==> src/rtl/mdadd_pkg.sv <==
package mdadd_pkg;
  localparam int DIGIT_W   = 4;
  localparam int DEC_LIMIT = 9;
  localparam int DEC_ADJ   = 6;

  typedef enum logic {
    MODE_BIN = 1'b0,
    MODE_DEC = 1'b1
  } add_mode_t;

  typedef struct packed {
    logic               carry;
    logic [DIGIT_W-1:0] value;
  } digit_res_t;
endpackage

==> src/rtl/mdadd_ripple.sv <==
module mdadd_ripple #(
  parameter int W = 4
) (
  input  logic [W-1:0] a,
  input  logic [W-1:0] b,
  input  logic         ci,
  output logic [W-1:0] s,
  output logic         co
);
  logic [W:0] c;

  assign c[0] = ci;

  generate
    for (genvar i = 0; i < W; i++) begin : g_cell
      logic p;
      assign p      = a[i] ^ b[i];
      assign s[i]   = p ^ c[i];
      assign c[i+1] = (a[i] & b[i]) | (p & c[i]);
    end
  endgenerate

  assign co = c[W];
endmodule

==> src/rtl/mdadd_dec_fix.sv <==
module mdadd_dec_fix
  import mdadd_pkg::*;
(
  input  logic [DIGIT_W-1:0] raw_s,
  input  logic               raw_c,
  input  add_mode_t          mode,
  output digit_res_t         res
);
  localparam logic [DIGIT_W-1:0] ADJ_K = DIGIT_W'(DEC_ADJ);
  localparam logic [DIGIT_W-1:0] LIM_K = DIGIT_W'(DEC_LIMIT);

  logic               over;
  logic [DIGIT_W-1:0] adj_s;
  logic               adj_carry_unused;

  // the raw sum exceeds one decimal digit
  assign over = raw_c | (raw_s > LIM_K);

  mdadd_ripple #(.W(DIGIT_W)) u_adj (
    .a  (raw_s),
    .b  (ADJ_K),
    .ci (1'b0),
    .s  (adj_s),
    .co (adj_carry_unused)
  );

  always_comb begin
    if (mode == MODE_DEC) begin
      res.carry = over;
      res.value = over ? adj_s : raw_s;
    end else begin
      res.carry = raw_c;
      res.value = raw_s;
    end
  end
endmodule

==> src/rtl/mdadd_out_stage.sv <==
module mdadd_out_stage
  import mdadd_pkg::*;
#(
  parameter bit REG = 1'b1
) (
  input  logic       clk,
  input  logic       rst,
  input  digit_res_t d,
  output digit_res_t q
);
  generate
    if (REG) begin : g_reg
      always_ff @(posedge clk) begin
        if (rst) q <= '0;
        else     q <= d;
      end
    end else begin : g_pass
      assign q = d;
    end
  endgenerate
endmodule

==> src/rtl/modal_digit_adder.sv <==
module modal_digit_adder
  import mdadd_pkg::*;
#(
  parameter bit OUT_REG = 1'b1
) (
  input  logic               clk,
  input  logic               rst,
  input  logic               mode_dec,
  input  logic [DIGIT_W-1:0] opa,
  input  logic [DIGIT_W-1:0] opb,
  input  logic               cin,
  output logic [DIGIT_W-1:0] sum,
  output logic               cout
);
  add_mode_t          mode;
  logic [DIGIT_W-1:0] raw_s;
  logic               raw_c;
  digit_res_t         comb_res;
  digit_res_t         out_res;

  assign mode = add_mode_t'(mode_dec);

  mdadd_ripple #(.W(DIGIT_W)) u_add (
    .a  (opa),
    .b  (opb),
    .ci (cin),
    .s  (raw_s),
    .co (raw_c)
  );

  mdadd_dec_fix u_fix (
    .raw_s (raw_s),
    .raw_c (raw_c),
    .mode  (mode),
    .res   (comb_res)
  );

  mdadd_out_stage #(.REG(OUT_REG)) u_out (
    .clk (clk),
    .rst (rst),
    .d   (comb_res),
    .q   (out_res)
  );

  assign sum  = out_res.value;
  assign cout = out_res.carry;

  generate
    if (OUT_REG) begin : g_chk
      logic [DIGIT_W:0] chk_raw;
      assign chk_raw = {1'b0, opa} + {1'b0, opb} + {{DIGIT_W{1'b0}}, cin};

      assert_reset_clear_R1: assert property (@(posedge clk)
        rst |=> (sum == '0 && !cout));

      assert_bin_plain_R3: assert property (@(posedge clk) disable iff (rst)
        (!$past(rst) && !$past(mode_dec)) |-> ({cout, sum} == $past(chk_raw)));

      assert_dec_small_R4: assert property (@(posedge clk) disable iff (rst)
        (!$past(rst) && $past(mode_dec) && $past(chk_raw) <= (DIGIT_W+1)'(DEC_LIMIT))
        |-> (!cout && {1'b0, sum} == $past(chk_raw)));

      assert_dec_digit_R5: assert property (@(posedge clk) disable iff (rst)
        (!$past(rst) && $past(mode_dec) && $past(opa) <= DIGIT_W'(DEC_LIMIT)
         && $past(opb) <= DIGIT_W'(DEC_LIMIT))
        |-> (sum <= DIGIT_W'(DEC_LIMIT)));

      assert_dec_carry_R7: assert property (@(posedge clk) disable iff (rst)
        (!$past(rst) && $past(mode_dec) && $past(chk_raw) > (DIGIT_W+1)'(DEC_LIMIT))
        |-> cout);
    end
  endgenerate
endmodule

==> config.mk <==
export PLATFORM = sky130hd
export DESIGN_NAME = modal_digit_adder
export DESIGN_NICKNAME = d
export VERILOG_FILES = /design/src/rtl/mdadd_pkg.sv /design/src/rtl/mdadd_ripple.sv /design/src/rtl/mdadd_dec_fix.sv /design/src/rtl/mdadd_out_stage.sv /design/src/rtl/modal_digit_adder.sv
export SDC_FILE = /design/constraint.sdc
export NUM_CORES = 1
export LEC_CHECK = 0
export CAP_MARGIN = 20
export CORE_AREA = 8 8 45 47
export CTS_BUF_LIST = sky130_fd_sc_hd__clkbuf_8
export CTS_CLUSTER_SIZE = 12
export DETAILED_ROUTE_END_ITERATION = 12
export DIE_AREA = 0 0 53 55
export PLACE_DENSITY = 0.53
export SLEW_MARGIN = 20
export SYNTH_ARGS = -nofsm -noshare
export SYNTH_HDL_FRONTEND = slang
export SYNTH_SLANG_ARGS = --single-unit
==> constraint.sdc <==
create_clock -name clk -period 2.4 [get_ports clk]
set_input_delay 0.24 -clock clk [delete_from_list [all_inputs] [get_ports clk]]
set_output_delay 0.24 -clock clk [all_outputs]
set_load 0.01 [all_outputs]
# Word-level counts from Yosys, hierarchy flattened
# Index checks and enable logic that the tools add are counted.
totals:
  reg_bits: 5
  output_inout_bits: 5
  inputBits: 12
classes:
  n_bitwise: 27
  magnitude_cmp: 1
  mux: 2
ops:
  columns: ["cell", "count"]
  rows:
  - ["1-bit XOR", 10]
  - ["1-bit bitwise AND", 9]
  - ["1-bit OR", 6]
  - ["5-bit 2-to-1 mux", 1]
  - ["4-bit > comparator, second input constant", 1]
  - ["4-bit 2-to-1 mux", 1]
  - ["1-bit NOT", 2]

# Logic depth before layout (Yosys ltp)
# Gate-level depths: netlist (run 1).
depth:
  depth_word: 12
  ltp_mapped: 8
  ltp_nobuf: 8

# Modules after synthesis
# Synthesis (run 1) repeated with hierarchy kept, for this count alone.
unflattened:
  cells_unflattened: 48
  hier_area_um2: 454.2
by_module_without_submodules:
  columns: ["mod", "cells_each", "seq_area_each_um2", "n_inst", "area_per_inst_um2"]
  rows:
  - ["mdadd_ripple", 14, 0.0, 2, 117.6]
  - ["mdadd_out_stage", 10, 100.1, 1, 131.4]
  - ["mdadd_dec_fix", 10, 0.0, 1, 87.6]

# Worst setup path after synthesis (run 1)
# Ideal clock, no wire load.
synth_path:
  path_type: "input port to flip-flop"
  from: "input opa[0]"
  to: "register u_out.q[2] (netlist name)"
  required_ns: 2.309
  arrival_ns: 2.376
  path_slack_ns: -0.067
  cell_stages: 8
  path_buffers: 0
  cell_sequence: "inv_1 fa_1 fa_1 fa_1 fa_1 o21ai_1 a21boi_1 a311oi_1"
synth_via:
  elab_chain_cells: 12
  word_cells_on_any_way: 20
synth_lines:
  columns: ["element", "line", "source"]
  rows:
  - ["start: declaration", "modal_digit_adder.sv:9", "input logic [DIGIT_W-1:0] opa,"]
  - ["1-bit XOR", "mdadd_ripple.sv:17", "assign p = a[i] ^ b[i];"]
  - ["1-bit bitwise AND", "mdadd_ripple.sv:19", "assign c[i+1] = (a[i] & b[i]) | (p & c[i]);"]
  - ["1-bit OR", "mdadd_ripple.sv:19", null]
  - ["1-bit bitwise AND", "mdadd_ripple.sv:19", null]
  - ["1-bit OR", "mdadd_ripple.sv:19", null]
  - ["1-bit bitwise AND", "mdadd_ripple.sv:19", null]
  - ["1-bit OR", "mdadd_ripple.sv:19", null]
  - ["1-bit XOR / 1-bit bitwise AND (equally long branches)", "mdadd_ripple.sv:18, mdadd_ripple.sv:19", null]
  - ["4-bit > comparator / 1-bit OR (equally long branches)", "mdadd_dec_fix.sv:17, mdadd_ripple.sv:19", null]
  - ["1-bit OR", "mdadd_dec_fix.sv:17", "assign over = raw_c | (raw_s > LIM_K);"]
  - ["4-bit 2-to-1 mux", "mdadd_dec_fix.sv:30", "res.value = over ? adj_s : raw_s;"]
  - ["5-bit 2-to-1 mux *", "mdadd_dec_fix.sv:28", "if (mode == MODE_DEC) begin"]
  - ["end signal: assignment", "mdadd_out_stage.sv:14", "if (rst) q <= '0;"]
  - ["end signal: assignment", "mdadd_out_stage.sv:15", "else q <= d;"]
  - ["end: declaration", "mdadd_out_stage.sv:9", "output digit_res_t q"]
# Every way passes the cells marked *; elsewhere a longest branch is shown, timed or not.
# A chain may end at the register's enable or synchronous reset.

# Worst setup path in the final report (run 1)
layout_path:
  from: "input opa[0]"
  to: "register u_out.q[1] (netlist name)"
# The elaborated chain is that of the path after synthesis.

==> results of run 1 <==
per-stage QoR:
step / utilization [%] / TNS (ns) / instances / hold WS (ns) / setup slack (ns)
global route: 42.2 / 0 / 75 / 0.444 / 0.00762
CTS: 41.9 / 0 / 75 / 0.521 / 0.0242
floorplan: - / 0 / 36 / 0.309 / 0.00441
global placement: 38.8 / -1.97 / 71 / 0.909 / -0.509
detailed placement: 38.8 / -2.15 / 71 / 0.931 / -0.574
finish: 42.2 / 0 / 75 / 0.419 / 0.0805
cells by family (layout without fill, tap and decap cells):
group / after synthesis / count (layout) / synth area share, %
AO/OA/AOI/OAI: 9 / 9 / 18.0
adder cells (fa/ha/maj): 5 / 5 / 28.4
buffers and inverters: 10 / 33 / 11.5
flip-flops: 5 / 5 / 30.7
AND/OR/NAND/NOR: 7 / 7 / 11.5
power breakdown:
group | internal, mW | total (mW) | switching [mW]
Combinational | 0.0798 | 0.138 | 0.0581
Sequential | 0.0951 | 0.0979 | 0.00277
Clock | 0.110 | 0.152 | 0.0420
Total | 0.285 | 0.387 | 0.103
repair_timing:
item | 4_1_cts | 5_1_grt
buffers inserted | 0 | 0
resized for setup | 6 | 8
hold buffers | 0 | 0
endpoints found under the hold margin | 0 | 0
endpoints found under the setup margin | 4 | 4
gates cloned | 0 | 0
pin swaps | 9 | 7
area by class of cell:
cell class              count  area (µm²)
inverters                  10        37.5
flip-flops and latches      5         100
fillers                   151         800
repair buffers             19         176
well taps                  16        20.0
clock buffers               3        41.3
multi-input cells          21         205
clock inverters             1        3.75
worst min-delay path by stage:
stage          startpoint          to  slack, ns  cells past startpoint
6_report              cin  u_out.q[0]       0.42                      4
5_1_grt            opb[0]  u_out.q[0]       0.44                      4
3_3_place_gp          rst  u_out.q[0]       0.91                      2
4_1_cts               cin  u_out.q[0]       0.52                      4
2_1_floorplan         rst  u_out.q[1]       0.31                      1
3_5_place_dp          rst  u_out.q[0]       0.93                      2
cell usage after synthesis:
master and number:
inv_1 10, dfxtp_1 5, fa_1 4, a21oi_1 3
nand2_1 2, nand3_1 2, a21boi_1 1, a21o_2 1
a311oi_1 1, a31o_1 1, ha_1 1, nand3b_1 1
nand4b_1 1, nor2_1 1, o21ai_0 1, o21ai_1 1
layer usage:
layer  vias to the layer above  track usage (%)  wire length, µm
met2                        14             10.4              391
met3                         2             3.48               81
met1                       140             6.63              364
met4                         0             5.17                5
li1                        162                -                -
met5                         -                0                0
==> flow_summary.json, run 1 <==
{
  "grt_antenna_before_repair": 0,
  "vias": 318,
  "ir_drop_v": 0.000232,
  "core-area_um2": 1380,
  "post_synth.cell_area_avg_um2": 9.07,
  "postRouteAntennaNets": 0,
  "period_share_pct": 96.6,
  "synth.net_count": 53,
  "worstPathMaxFanout": 4,
  "synth_top_area_share_pct": 30.7,
  "rsz0062_at_grt": "false",
  "fp.dieArea_um2": 2920,
  "drv_slew": 0,
  "area_growth_syn_to_layout_pct": 78.9,
  "biggestRegsByFlops": "u_out.q x5",
  "ios": 17,
  "synthTopCellsByArea": "dfxtp_1, fa_1, inv_1",
  "largest_reg_flops": 5,
  "synth_top_cell_by_area": "dfxtp_1",
  "maxCapViolations": 0,
  "first_pass_iters": 3,
  "finalWeightedCongestion": 0.765,
  "tightest_slew_ns": 0.259,
  "power_uw": 387,
  "rows": 14,
  "worstSetupPathType": "primary input to register",
  "htree_levels": 1,
  "diodes": 0,
  "slew_headroom_pct": 82.7,
  "grt_start_max_net_pins": 8,
  "max_freq_ghz": 0.431,
  "finalSetupViolations": 0,
  "worstSetupEndpoint": "u_out.q[1]",
  "critPathTopFamily": "adder cells",
  "status": "finished clean",
  "end_kind": "register",
  "final_common_cell": "clkdlybuf4s50_1",
  "grt_pass1_wl_um": 1390,
  "cp_common_cell": "fa_2",
  "grt_overflow": 0,
  "power-per-cell-area_nw_per_um2": 663,
  "slowest_delay_ns": 0.59,
  "cp.arrival_ns": 2.47,
  "vias_per_cell": 4.24,
  "wirelength_um": 841,
  "drive_gt1_share_pct": 28.8,
  "cts.sinks": 5,
  "cts_root_buf": "clkbuf_8",
  "cts_made_buffers": 3,
  "p_leak_nw": 0.259,
  "worst-path-stages": 9,
  "top_register": "u_out.q",
  "drtIter0Drc": 2,
  "die_height_um": 55,
  "ys_ff_latch": 5,
  "syn_inst": 36,
  "final_cell_mix": "clkdlybuf4s50_1, inv_1, dfxtp_1, fa_2, clkbuf_8",
  "worstSetupStartpoint": "opa[0]",
  "numPortBuffers": 16,
  "clockBufferDepth": 2,
  "critPathRequiredTime_ns": 2.55,
  "nets": 77,
  "slowest_stage": "fa_2",
  "post-route-drc-count": 0,
  "fp.dieW_um": 53,
  "postLayoutCellArea_um2": 584,
  "hold_path.class": "primary input to register",
  "synth_cell_types": 16,
  "tritoncts": "yes",
  "crit_chain": "clkdlybuf4s15_1 -> inv_1 -> fa_2 -> fa_2 -> fa_2 -> fa_2 -> nand2_2 -> a21o_2 -> a21oi_1",
  "route.detailed.wl_per_inst_um": 11.2,
  "ys_seq_area_share_pct": 30.7,
  "syn_area_um2": 327,
  "hold_viol": 0,
  "grt_pass1_vias": 329,
  "critPathBufInv": 2,
  "grt.total_usage_pct": 6.64,
  "yosys_warnings": 0,
  "clk_pin_slew_ns": 0.04,
  "initial_utilization_pct": 23.6,
  "fin_crit_ns": 2.32,
  "start_kind": "primary input",
  "dp_hpwl_um": 684,
  "placed_area_um2": 537
}
Power figures use the tool's default switching activity.
==> run 2: changes to the inputs <==
--- a/config.mk
+++ b/config.mk
@@ -5,14 +5,16 @@
 export SDC_FILE = /design/constraint.sdc
 export NUM_CORES = 1
 export LEC_CHECK = 0
+export ABC_AREA = 0
 export CAP_MARGIN = 20
-export CORE_AREA = 8 8 45 47
+export CORE_MARGIN = 8
+export CORE_UTILIZATION = 29
 export CTS_BUF_LIST = sky130_fd_sc_hd__clkbuf_8
 export CTS_CLUSTER_SIZE = 12
 export DETAILED_ROUTE_END_ITERATION = 12
-export DIE_AREA = 0 0 53 55
-export PLACE_DENSITY = 0.53
+export PLACE_DENSITY = 0.56
 export SLEW_MARGIN = 20
 export SYNTH_ARGS = -nofsm -noshare
 export SYNTH_HDL_FRONTEND = slang
+export SYNTH_HIERARCHICAL = 1
 export SYNTH_SLANG_ARGS = --single-unit
==> run 2 against run 1 <==
The flow now finishes with violations (setup timing). Cell count grew 24%. Largest cell class unchanged. Die area grew 5.3%. Flip-flop and latch count stayed put. Critical path depth is 5 higher. Power is 24% higher.
==> flow_summary.json, run 2 <==
{
  "slowest_delay_ns": 0.54,
  "rows": 14,
  "power-per-cell-area_nw_per_um2": 603,
  "die_height_um": 55.4,
  "postRouteAntennaNets": 0,
  "critPathBufInv": 7,
  "cts_made_buffers": 3,
  "cp_common_cell": "inv_2",
  "nets": 98,
  "cts_root_buf": "clkbuf_8",
  "hold_path.class": "primary input to register",
  "grt_start_max_net_pins": 6,
  "htree_levels": 1,
  "wirelength_um": 780,
  "finalWeightedCongestion": 0.643,
  "grt.total_usage_pct": 6.29,
  "max_freq_ghz": 0.380,
  "cp.arrival_ns": 2.74,
  "dp_hpwl_um": 709,
  "route.detailed.wl_per_inst_um": 8.39,
  "vias_per_cell": 3.84,
  "finalSetupViolations": 5,
  "cts_hold_buf": 0,
  "hold_viol": 0,
  "end_kind": "register",
  "drv_slew": 0,
  "numPortBuffers": 16,
  "period_share_pct": 110,
  "grt_antenna_before_repair": 0,
  "placed_area_um2": 699,
  "holdPathStages": 2,
  "start_kind": "primary input",
  "status": "finished, violations left",
  "ios": 17,
  "initial_utilization_pct": 30.3,
  "postLayoutCellArea_um2": 798,
  "clockBufferDepth": 2,
  "diodes": 0,
  "grt_pass1_wl_um": 1590,
  "min_from": "rst",
  "clk_pin_slew_ns": 0.03,
  "vias": 357,
  "timing.final.ws_setup_ns": -0.234,
  "drive_gt1_share_pct": 39.0,
  "critPathRequiredTime_ns": 2.50,
  "worstSetupPathType": "primary input to register",
  "crit_chain": "buf_8 -> inv_12 -> fa_2 -> inv_2 -> fa_2 -> fa_2 -> inv_2 -> fa_1 -> inv_2 -> inv_2 -> fa_1 -> inv_1 -> o21ba_2 -> nor2b_1",
  "cts.sinks": 5,
  "drtIter0Drc": 1,
  "pre_cts_slack_ns": -1.02,
  "top_register": "u_out/q",
  "maxCapViolations": 0,
  "fillers": 130,
  "first_pass_iters": 2,
  "slowest_stage": "fa_1",
  "p_leak_nw": 0.390,
  "fp.dieW_um": 55.4,
  "largest_reg_flops": 5,
  "critPathTopFamily": "adder cells",
  "grt_overflow": 0,
  "tritoncts": "yes",
  "final_cell_mix": "inv_1, clkdlybuf4s50_1",
  "fp.dieArea_um2": 3070,
  "fin_crit_ns": 2.63,
  "area_growth_syn_to_layout_pct": 77.2,
  "worstPathMaxFanout": 2,
  "syn_inst": 47,
  "grt_pass1_vias": 403,
  "min_to": "u_out/q[1]",
  "violations": "setup timing",
  "post_synth.cell_area_avg_um2": 9.58,
  "core-area_um2": 1490,
  "biggestRegsByFlops": "u_out/q x5",
  "ir_drop_v": 0.000219,
  "syn_area_um2": 450,
  "final_common_cell": "inv_1",
  "rsz0062_at_grt": "true",
  "yosys_warnings": 6,
  "post-route-drc-count": 0
}
[run 2: cell types whose count changed in the layout (fill, tap and decap cells not counted), sizes merged, moves of 3 or more]
cell | before | now
inv | 11 | 20
buf | 3 | 10
mux2 | 0 | 3
conb | 0 | 5
nor2b | 0 | 5
fa | 4 | 8
[run 2: metal layers]
layer | GRT usage [%] | part of all wire, %
met5 | 0 | 0
met4 | 5.28 | 2.1
met3 | 3.42 | 11
met2 | 9.62 | 50
met1 | 6.05 | 37
[run 2: report_power, final]
part / internal (mW) / leakage, nW / total [mW] / switching, mW
logic: 0.145 / 0.321 / 0.232 / 0.0874
clock network: 0.109 / 0.0269 / 0.149 / 0.0392
registers: 0.0976 / 0.0417 / 0.100 / 0.00271
[run 2: worst max path at each step]
| stage | from | end | slack, ns | depth (start not counted) |
|---|---|---|---|---|
| CTS | opa[0] | u_out/q[3] | -0.24 | 14 |
| global placement | opa[0] | u_out/q[3] | -0.98 | 14 |
| global route | opa[0] | u_out/q[3] | -0.33 | 14 |
| finish | opa[0] | u_out/q[3] | -0.23 | 14 |
| detailed placement | opa[0] | u_out/q[3] | -1.02 | 14 |
| floorplan | opa[0] | u_out/q[3] | -0.30 | 13 |
[run 2: final cells by class]
class                   instances  area (µm²)  area share, %
multi-input cells              26         319           40.0
repair buffers                 23         225           28.2
flip-flops and latches          5         100           12.5
inverters                      19        88.8           11.1
clock buffers                   3        41.3           5.17
well taps                      16        20.0           2.51
clock inverters                 1        3.75          0.470
[run 2: metrics by stage]
step | TNS (ns) | util [%] | total power, mW | std cells | hold slack [ns]
2_1_floorplan | -0.651 | - | 0.211 | 50 | 0.312
3_3_place_gp | -4.13 | 47.0 | 0.289 | 86 | 0.907
3_5_place_dp | -4.26 | 47.0 | 0.293 | 86 | 0.908
4_1_cts | -0.646 | 52.6 | 0.476 | 92 | 0.685
5_1_grt | -1.37 | 53.6 | 0.520 | 93 | 0.729
6_report | -0.891 | 53.6 | 0.481 | 93 | 0.673
[run 2: repair_timing]
item                       4_1_cts  5_1_grt
buffers inserted                 2        1
pin swaps                        6        2
resized for setup               23        2
setup endpoints to repair        5        5
